## config.mk

```make
export PLATFORM = sky130hd
export DESIGN_NAME = ata_strobe_gen
export DESIGN_NICKNAME = d
export VERILOG_FILES = /design/src/rtl/ata_strobe_pkg.sv /design/src/rtl/ata_strobe_dpath.sv /design/src/rtl/ata_strobe_ctrl.sv /design/src/rtl/ata_strobe_gen.sv
export SDC_FILE = /design/constraint.sdc
export NUM_CORES = 1
export LEC_CHECK = 0
export BUFFER_PORTS_ARGS = -buffer_cell sky130_fd_sc_hd__buf_2
export CAP_MARGIN = 20
export CORE_MARGIN = 1
export CORE_UTILIZATION = 60
export DETAILED_ROUTE_END_ITERATION = 6
export MAX_ROUTING_LAYER = met4
export PLACE_DENSITY = 0.86
export SYNTH_ARGS = -nofsm -noshare
export SYNTH_HDL_FRONTEND = slang
export SYNTH_SLANG_ARGS = --single-unit
```

## constraint.sdc

```tcl
create_clock -name clk -period 3.1 [get_ports clk]
set_input_delay 0.155 -clock clk [delete_from_list [all_inputs] [get_ports clk]]
set_output_delay 0.155 -clock clk [all_outputs]
set_load 0.03 [all_outputs]
```

## src/rtl/ata_strobe_pkg.sv

```systemverilog
package ata_strobe_pkg;

  localparam int WORD_W = 32;
  localparam int CNT_W  = 5;

  // timing word field positions
  localparam int DINACT_LO = 0;
  localparam int DINACT_W  = 4;
  localparam int DACT_LO   = 4;
  localparam int DACT_W    = 5;
  localparam int CINACT_LO = 9;
  localparam int CINACT_W  = 4;
  localparam int CACT_LO   = 13;
  localparam int CACT_W    = 5;
  localparam int DSETUP_LO = 22;
  localparam int DSETUP_W  = 3;
  localparam int CSETUP_LO = 25;
  localparam int CSETUP_W  = 3;
  localparam int FIFO_BIT  = 31;

  typedef enum logic [1:0] {
    ST_IDLE    = 2'd0,
    ST_SETUP   = 2'd1,
    ST_ACTIVE  = 2'd2,
    ST_RECOVER = 2'd3
  } phase_e;

  typedef struct packed {
    logic   takeSnap;
    logic   cntLoad;
    phase_e cntSel;
    logic   release_;
  } ctrl_s;

  function automatic logic [CNT_W-1:0] phaseCount(
    input logic [WORD_W-1:0] word,
    input logic              taskFile,
    input phase_e            sel
  );
    logic [CNT_W-1:0] val;
    val = '0;
    unique case (sel)
      ST_SETUP:
        val = taskFile ? CNT_W'(word[CSETUP_LO +: CSETUP_W])
                       : CNT_W'(word[DSETUP_LO +: DSETUP_W]);
      ST_ACTIVE:
        val = taskFile ? CNT_W'(word[CACT_LO +: CACT_W])
                       : CNT_W'(word[DACT_LO +: DACT_W]);
      ST_RECOVER:
        val = taskFile ? CNT_W'(word[CINACT_LO +: CINACT_W])
                       : CNT_W'(word[DINACT_LO +: DINACT_W]);
      default: val = '0;
    endcase
    return val;
  endfunction

endpackage

```

## src/rtl/ata_strobe_dpath.sv

```systemverilog
module ata_strobe_dpath
  import ata_strobe_pkg::*;
#(
  parameter int NUM_DEV = 2,
  localparam int DEV_W  = (NUM_DEV > 1) ? $clog2(NUM_DEV) : 1
) (
  input  logic              clk,
  input  logic              rstN,
  input  logic              cfgWe,
  input  logic [DEV_W-1:0]  cfgDev,
  input  logic [WORD_W-1:0] cfgWord,
  input  logic [DEV_W-1:0]  reqDev,
  input  logic              reqTaskFile,
  input  logic              reqDma,
  input  ctrl_s             ctrlS,
  input  logic              busyI,
  output logic              cntZero,
  output logic              fifoEn
);

  logic [WORD_W-1:0] timWord [NUM_DEV];
  logic [WORD_W-1:0] snapWord;
  logic              snapTf;
  logic              snapFifo;
  logic [CNT_W-1:0]  cnt;
  logic [WORD_W-1:0] liveWord;
  logic [WORD_W-1:0] srcWord;
  logic              srcTf;

  for (genvar d = 0; d < NUM_DEV; d++) begin : g_word
    always_ff @(posedge clk or negedge rstN) begin
      if (!rstN) begin
        timWord[d] <= '0;
      end else if (cfgWe && (int'(cfgDev) == d)) begin
        timWord[d] <= cfgWord;
      end
    end
  end

  assign liveWord = timWord[reqDev];
  assign srcWord  = ctrlS.takeSnap ? liveWord : snapWord;
  assign srcTf    = ctrlS.takeSnap ? reqTaskFile : snapTf;

  always_ff @(posedge clk or negedge rstN) begin
    if (!rstN) begin
      snapWord <= '0;
      snapTf   <= 1'b0;
      snapFifo <= 1'b0;
    end else if (ctrlS.takeSnap) begin
      snapWord <= liveWord;
      snapTf   <= reqTaskFile;
      snapFifo <= liveWord[FIFO_BIT] & reqDma & ~reqTaskFile;
    end else if (ctrlS.release_) begin
      snapFifo <= 1'b0;
    end
  end

  always_ff @(posedge clk or negedge rstN) begin
    if (!rstN) begin
      cnt <= '0;
    end else if (ctrlS.cntLoad) begin
      cnt <= phaseCount(srcWord, srcTf, ctrlS.cntSel);
    end else if (cnt != '0) begin
      cnt <= cnt - 1'b1;
    end
  end

  assign cntZero = (cnt == '0);
  assign fifoEn  = snapFifo;


  snap_idle_chk: assert property (@(posedge clk) disable iff (!rstN)
    ctrlS.takeSnap |-> !busyI);


  fifo_idle_chk: assert property (@(posedge clk) disable iff (!rstN)
    !busyI |-> !fifoEn);

endmodule

```

## src/rtl/ata_strobe_ctrl.sv

```systemverilog
module ata_strobe_ctrl
  import ata_strobe_pkg::*;
#(
  parameter int NUM_DEV = 2,
  localparam int DEV_W  = (NUM_DEV > 1) ? $clog2(NUM_DEV) : 1
) (
  input  logic             clk,
  input  logic             rstN,
  input  logic             reqValid,
  input  logic [DEV_W-1:0] reqDev,
  input  logic             reqWrite,
  input  logic             reqTaskFile,
  input  logic             cntZero,
  output ctrl_s            ctrlS,
  output logic             busy,
  output logic             done,
  output logic             diorN,
  output logic             diowN,
  output logic             rdCapture
);

  phase_e           st;
  phase_e           stNext;
  logic             wrQ;
  logic             lastDone;
  logic [DEV_W-1:0] prevDev;
  logic             prevTf;
  logic             accept;
  logic             burst;

  assign accept = (st == ST_IDLE) && reqValid;
  assign burst  = lastDone && (reqDev == prevDev) && (reqTaskFile == prevTf);

  always_comb begin
    ctrlS  = '0;
    stNext = st;
    done   = 1'b0;
    unique case (st)
      ST_IDLE: begin
        if (reqValid) begin
          ctrlS.takeSnap = 1'b1;
          ctrlS.cntLoad  = 1'b1;
          ctrlS.cntSel   = burst ? ST_ACTIVE : ST_SETUP;
          stNext         = burst ? ST_ACTIVE : ST_SETUP;
        end
      end
      ST_SETUP: begin
        if (cntZero) begin
          ctrlS.cntLoad = 1'b1;
          ctrlS.cntSel  = ST_ACTIVE;
          stNext        = ST_ACTIVE;
        end
      end
      ST_ACTIVE: begin
        if (cntZero) begin
          ctrlS.cntLoad = 1'b1;
          ctrlS.cntSel  = ST_RECOVER;
          stNext        = ST_RECOVER;
        end
      end
      ST_RECOVER: begin
        if (cntZero) begin
          done           = 1'b1;
          ctrlS.release_ = 1'b1;
          stNext         = ST_IDLE;
        end
      end
      default: stNext = ST_IDLE;
    endcase
  end

  always_ff @(posedge clk or negedge rstN) begin
    if (!rstN) begin
      st       <= ST_IDLE;
      wrQ      <= 1'b0;
      lastDone <= 1'b0;
      prevDev  <= '0;
      prevTf   <= 1'b0;
    end else begin
      st       <= stNext;
      lastDone <= done;
      if (accept) begin
        wrQ     <= reqWrite;
        prevDev <= reqDev;
        prevTf  <= reqTaskFile;
      end
    end
  end

  assign busy      = (st != ST_IDLE);
  assign diorN     = !((st == ST_ACTIVE) && !wrQ);
  assign diowN     = !((st == ST_ACTIVE) && wrQ);
  assign rdCapture = (st == ST_ACTIVE) && !wrQ && cntZero;


  strobe_excl_chk: assert property (@(posedge clk) disable iff (!rstN)
    !(!diorN && !diowN));


  cap_release_chk: assert property (@(posedge clk) disable iff (!rstN)
    rdCapture |=> (diorN && !rdCapture));


  done_busy_chk: assert property (@(posedge clk) disable iff (!rstN)
    done |=> !busy);


  busy_hold_chk: assert property (@(posedge clk) disable iff (!rstN)
    (busy && !done) |=> busy);

endmodule

```

## src/rtl/ata_strobe_gen.sv

```systemverilog
module ata_strobe_gen
  import ata_strobe_pkg::*;
#(
  parameter int NUM_DEV = 2,
  localparam int DEV_W  = (NUM_DEV > 1) ? $clog2(NUM_DEV) : 1
) (
  input  logic              clk,
  input  logic              rstN,
  input  logic              cfgWe,
  input  logic [DEV_W-1:0]  cfgDev,
  input  logic [WORD_W-1:0] cfgWord,
  input  logic              reqValid,
  input  logic [DEV_W-1:0]  reqDev,
  input  logic              reqWrite,
  input  logic              reqTaskFile,
  input  logic              reqDma,
  output logic              busy,
  output logic              done,
  output logic              diorN,
  output logic              diowN,
  output logic              rdCapture,
  output logic              fifoEn
);

  ctrl_s ctrlS;
  logic  cntZero;

  ata_strobe_ctrl #(.NUM_DEV(NUM_DEV)) ctrl_i (
    .clk        (clk),
    .rstN       (rstN),
    .reqValid   (reqValid),
    .reqDev     (reqDev),
    .reqWrite   (reqWrite),
    .reqTaskFile(reqTaskFile),
    .cntZero    (cntZero),
    .ctrlS      (ctrlS),
    .busy       (busy),
    .done       (done),
    .diorN      (diorN),
    .diowN      (diowN),
    .rdCapture  (rdCapture)
  );

  ata_strobe_dpath #(.NUM_DEV(NUM_DEV)) dpath_i (
    .clk        (clk),
    .rstN       (rstN),
    .cfgWe      (cfgWe),
    .cfgDev     (cfgDev),
    .cfgWord    (cfgWord),
    .reqDev     (reqDev),
    .reqTaskFile(reqTaskFile),
    .reqDma     (reqDma),
    .ctrlS      (ctrlS),
    .busyI      (busy),
    .cntZero    (cntZero),
    .fifoEn     (fifoEn)
  );

endmodule

```

==> run metrics, run 1 <==
status complete, no violations; antenna-violating nets left 0; post-route setup slack 0.689 ns; internal power about 2.3 mW; CTS tree yes; Critical R2R Launch ctrl_i.st[0]$_DFFE_PN0P_; largest family of logic cells by synthesized area multiplexers; Worst R2R Path Depth 7; simple-gate area share of the yosys netlist 7.99%; Tcrit/Tclk final 77.8%; CP arrival roughly 2.7 ns; Post-Synth Adder-Cell Area 2.53%; FFs w/ async S/R, synth 100%; Initial Util 62.4%; Main synth FF type dfrtp_1; clock power share 21.9%; post-detail-place hpwl between 4000 and 5000 µm; vias per cell 5.91; Leakage 1.98 nW; worst skew pair latency ~0.35 ns; Post-DP Area about 4200 µm²; Via Count 2,593; NetSw 1.21 mW; mean cell area of the mapped netlist 12.3 µm²; Fmax 0.415 GHz; RD Place Congestion 0.827; VDD IR-drop max 0.000511 V; met2 wire length 3680 µm; share of layout cells above drive strength 1 about a third; switching share of power 34.8%; clock-pin slew on the worst setup and hold paths 0.08 ns; met3 wire len 235 µm; wire length on met1 ~3300 µm; I/O pins 47; drt drc 0; H-tree depth 3; Worst slew margin 50.0%; nets@finish roughly 400; critical path endpoint category register; antenna cells 0; WS Path Type reg -> reg; register area share after synthesis 51.2%; CP Launch Type register; Setup Viol. Count Final 0; Yosys top cell area share 51.2%; MaxCap Viol Count 0; total power between 3 and 4 mW; Placement Setup Slack 0.682 ns; area leader, netlist dfrtp_1; synth-to-layout area growth 11.5%; pin count of the biggest net entering global routing slightly above 80; CP Capture Point dpath_i.cnt[0]$_DFFE_PN0P_; Gate Count Post-Synth ~320; RSZ-0062 raised after global routing no; CP required ~3.4 ns; Compound-Gate Fraction of Synth Area a little under an eighth; Slew Viols, Final 0; Placement Rows 29; Final Instance Area 4420 µm²; crit path from ctrl_i.st[0]$_DFFE_PN0P_; number of global-route vias before repair about 2,700; number of cells after detailed placement 420; Die Height ~83 µm; FF-to-FF End dpath_i.cnt[0]$_DFFE_PN0P_; min Tclk post-route 2.41 ns; HP Class in -> reg; deepest clock path buffer count 2; chip width around 83 µm; DR iter-0 viols roughly 160; WL/cell between 15 and 20 µm; non-filler cells, final 439; top sig layer met4; crit path max fanout 18; worst reg-to-reg setup slack roughly 0.7 ns; # port buffers 39; P per Cell Area 785 nW/µm²; Root Buffer clkbuf_8; Yosys cell types 53; Num CTS Buffers 9; Setup Skew 0.00625 ns; first-pass GRT wire length between 10,000 and 15,000 µm; Post-Route WL 7350 µm; Net Count, Synth between 300 and 400; total core area 6350 µm²; final setup TNS 0 ns; grt ovf 0; mux contribution to synthesized area 21.6%; Syn Std Cell Area 3960 µm²; Tightest Pin Transition around 0.75 ns; die area 6930 µm²; clock sinks just over 80; fraction of synthesized cell area in xor and xnor cells 1.11%; gr usage total a little under a quarter; initial antenna violation count 0; Area contributors post-synth dfrtp_1, mux2_2, mux2i_1; drt first pass iters 6; Post-synth EDFFs 0; Yosys reg bits 81; sequential share of power 43.7%; Synth Warn # 0; final hold vios 0; combinational power share between 30 and 40%
-- worst min path at each step --
stage	start	end	cells after the start
2_1_floorplan	rstN	ctrl_i.lastDone$_DFF_PN0_	0
3_5_place_dp	reqWrite	ctrl_i.wrQ$_DFFE_PN0P_	3
3_3_place_gp	reqWrite	ctrl_i.wrQ$_DFFE_PN0P_	3
5_1_grt	cfgWord[31]	dpath_i.timWord[31]$_DFFE_PN0P_	2
6_report	cfgWord[6]	dpath_i.timWord[6]$_DFFE_PN0P_	2
4_1_cts	rstN	dpath_i.timWord[57]$_DFFE_PN0P_	1
-- placed cells by master (no fill, tap or decap), types with 3 or more instances in the layout --
cell      Yosys  routed
dfrtp_1      81      81
buf_2         7      38
clkbuf_8      1       9
nand2_1      24      24
a211o_1       3       3
clkinv_2      0       3
o21ai_1       3       3
buf_4         2       4
mux2i_1      20      20
mux4_2        3       3
nor2_1       15      15
a21o_1        5       5
mux2_2       50      50
o211ai_1      5       5
o21ai_0       5       5
inv_1         7       7
nand4_1       3       3
xnor2_1       3       3
a211oi_1      4       4
o211a_1       4       4
ha_1          8       8
o21a_1        8       8
a21oi_1      12      12
nor3_1        3       3
-- registers in the layout, indices dropped and copies added (netlist names) --
name	count
ctrl_i.prevDev	1
ctrl_i.prevTf	1
dpath_i.timWord	50
dpath_i.fifoEn	1
ctrl_i.st	2
dpath_i.snapTf	1
dpath_i.snapWord	18
ctrl_i.wrQ	1
dpath_i.cnt	5
ctrl_i.lastDone	1
-- cell type report --
cell class / count / area, µm²
Tap cell: 77 / 96.3
Multi-Input combinational cell: 212 / 1790
Inverter: 7 / 26.3
Timing Repair Buffer: 46 / 288
Clock buffer: 9 / 124
Sequential cell: 81 / 2030
Clock inverter: 7 / 70.1
Fill cell: 440 / 1930
-- cells by family (layout without fill, tap and decap cells) --
| family | Yosys count | after routing |
|---|---|---|
| flip-flops | 81 | 81 |
| adder cells (fa/ha/maj) | 8 | 8 |
| AND/OR/NAND/NOR | 61 | 61 |
| AO/OA/AOI/OAI | 64 | 64 |
| multiplexers | 74 | 74 |
| XOR/XNOR | 5 | 5 |
| buffers and inverters | 29 | 69 |
-- cell usage after synthesis (3+ instances only) --
master	number
ha_1	8
a211o_1	3
clkbuf_1	10
nor2_1	15
nor3_1	3
o21a_1	8
a21oi_1	12
xnor2_1	3
o21ai_1	3
mux4_2	3
o21ai_0	5
a211oi_1	4
dfrtp_1	81
inv_1	7
mux2_2	50
o211ai_1	5
mux2i_1	20
a21o_1	5
nand2_1	24
o211a_1	4
buf_2	7
nand4_1	3
-- layer usage --
layer / vias up / GRT usage (%)
met1: 1297 / 31.3
met4: 0 / 6.90
met2: 47 / 36.4
met3: 12 / 5.37
li1: 1237 / -
met5: - / -
-- repair_timing --
item	4_1_cts	5_1_grt
hold buffers	1	1
endpoints found under the hold margin	1	25
gates resized for setup	0	0
setup buffers	0	0
-- power groups by stage --
stage / sequential [mW] / combinational, mW / clock (mW)
floorplan: 1.49 / 0.968 / 0
global placement: 1.51 / 1.14 / 0
detailed placement: 1.54 / 1.19 / 0
CTS: 1.52 / 1.20 / 0.769
global route: 1.55 / 1.32 / 0.820
finish: 1.51 / 1.19 / 0.760
-- per-stage QoR --
step | hold WS, ns | utilization [%]
2_1_floorplan | -0.141 | -
3_3_place_gp | 0.350 | 65.8
3_5_place_dp | 0.361 | 65.8
4_1_cts | 0.00122 | 69.0
5_1_grt | 0.0352 | 69.6
6_report | 0.0443 | 69.6
-- worst max-delay path: stages (launching register included) --
cell and delay [ns]:
dfrtp_1 0.44, inv_1 0.13, ha_1 0.24, nand2_2 0.25, or3_1 0.42, o221ai_1 0.41, o21ai_0 0.22, a41oi_2 0.22
No activity file was read; power rests on OpenSTA's default activity.
==> run 2, diff against run 1 <==
CORE_UTILIZATION = 52   (was 60)
PLACE_DENSITY = 0.79   (was 0.86)
clock period = 2 ns   (was 3.1 ns; I/O delays follow)
==> run 2 against run 1 <==
Register-to-register slack lost 0.63 ns. Routed wire length grew 7.0%. Non-clock buffer count up 45. Setup slack got worse by 0.63 ns. Sequential cell count did not move. Global-route usage fell by 1.1 points. Utilization is 2.4 points lower. Clock power increased by 38%. Combinational power up 92%. Die area rose by 15%. Clock skew is 0.0060 ns higher. Cell count up 15%. Critical path type unchanged. Largest power group unchanged.
==> run metrics, run 2 (synthesized netlist as in run 1, its figures left out) <==
status complete, no violations; Root Buffer clkbuf_8; CP Launch Type register; HP Class in -> reg; synth-to-layout area growth 23.6%; Num CTS Buffers 9; min Tclk post-route 1.95 ns; crit path from dpath_i.cnt[1]$_DFFE_PN0P_; crit path max fanout 4; area occupied by multi-input gates 1830 µm²; share of layout cells above drive strength 1 36.9%; sequential cell area 2030 µm²; Setup Viol. Count Final 0; die area 7970 µm²; total power 5.66 mW; gr usage total between 20% and 30%; WS Path Type reg -> reg; Die Height around 89 µm; Worst slew margin 64.2%; RD Place Congestion about 0.85; Setup Skew approximately 0.012 ns; I/O pins between 40 and 50; Placement Rows 31; # port buffers 39; CTS tree yes; final hold vios 0; MaxCap Viol Count 0; Post-DP Area 4360 µm²; clock sinks 81; H-tree depth 3; deepest clock path buffer count 2; Post-Route WL roughly 7900 µm; antenna-violating nets left 0; WL/cell 15.6 µm; pin count of the biggest net entering global routing between 40 and 50; antenna cells 0; VDD IR-drop max approximately 0.00061 V; Tightest Pin Transition 0.537 ns; chip width between 80 and 90 µm; vias per cell between 5 and 6; drt drc 0; post-detail-place hpwl 5290 µm; commonest non-fill, non-tap cell in the layout dfrtp_1; critical path endpoint category register; Initial Util 54.3%; Largest regs dpath_i.timWord: 50 flops, dpath_i.snapWord: 18 flops, dpath_i.cnt: 5 flops; nets@finish between 400 and 500; number of global-route vias before repair approximately 2,800; Top reg by flops dpath_i.timWord; max FFs per register 50; Via Count 2,745; total core area ~7300 µm²; HP Start cfgWord[14]; CP arrival between 2 and 2.5 ns; P per Cell Area 1160 nW/µm²; clock-pin slew on the worst setup and hold paths 0.08 ns; drt first pass iters 4; FILL cells 561; grt ovf 0; Slew Viols, Final 0; initial antenna violation count 0; Critical R2R Launch dpath_i.cnt[1]$_DFFE_PN0P_; most frequent cells in the layout dfrtp_1, mux2_2, buf_2; CP required approximately 2.3 ns; Leakage 2.18 nW; worst skew pair latency 0.35 ns; Final Instance Area 4900 µm²; first-pass GRT wire length 12,800 µm; Tcrit/Tclk final 97.3%; DR iter-0 viols between 150 and 200; Fmax 0.514 GHz
==> run 2: critical path: stages, from the launching register on <==
cell,delay [ns]
dfrtp_1,0.41
inv_2,0.09
ha_4,0.13
or4b_4,0.50
nor4b_4,0.24
a22oi_2,0.14
a21o_1,0.19
a32oi_1,0.17
==> run 2: where the power goes <==
part / internal (mW) / switching, mW / total (mW)
Sequential: 2.08 / 0.245 / 2.33
Combinational: 1.13 / 1.14 / 2.28
Clock: 0.481 / 0.573 / 1.05
Total: 3.70 / 1.96 / 5.66
==> run 2: through the flow <==
step / cells / setup TNS [ns] / worst slack (ns) / hold WS, ns / utilization (%)
finish: 506 / 0 / 0.0541 / 0.0288 / 67.1
global route: 506 / -0.0307 / -0.0115 / 0.0209 / 67.1
CTS: 501 / 0 / 0.000412 / 0.00406 / 66.0
detailed placement: 458 / 0 / 0.00459 / 0.122 / 59.8
global placement: 458 / 0 / 0.0659 / 0.110 / 59.8
floorplan: 322 / 0 / 0.0585 / -0.196 / -
==> run 2: area by class of cell <==
| cell class | instances | area share [%] |
|---|---|---|
| sequential | 81 | 41.4 |
| multi-input combinational | 212 | 37.4 |
| timing repair buffer | 91 | 14.6 |
| clock buffer | 11 | 2.89 |
| tap | 99 | 2.53 |
| clock inverter | 5 | 0.639 |
| inverter | 7 | 0.537 |
==> run 2: per-layer routing <==
metal	track usage, %	vias to the layer above	wire, µm
met1	28.4	1363	3520
met5	-	-	0
li1	-	1324	-
met2	35.8	45	4020
met3	4.80	13	224
met4	7.79	0	110
==> run 2: repair_timing <==
action | in CTS | in global routing
hold buffers | 27 | 0
setup buffers | 0 | 5
setup endpoints to repair | 4 | 6
gates resized for setup | 4 | 10
hold endpoints to repair | 86 | 0
pin swaps | 0 | 1
==> run 2: final timing paths <==
kind | to | slack (ns) | cells past startpoint
worst max-delay path | dpath_i.cnt[1]$_DFFE_PN0P_ | 0.05 | 7
worst min-delay path | dpath_i.timWord[14]$_DFFE_PN0P_ | 0.03 | 2
worst max register to register | dpath_i.cnt[1]$_DFFE_PN0P_ | 0.05 | 7
worst min register to register | dpath_i.snapWord[14]$_DFF_PN0_ | 0.49 | 2
max in group asynchronous | dpath_i.timWord[54]$_DFFE_PN0P_ | 1.12 | 3
min in group asynchronous | dpath_i.timWord[8]$_DFFE_PN0P_ | 0.27 | 2
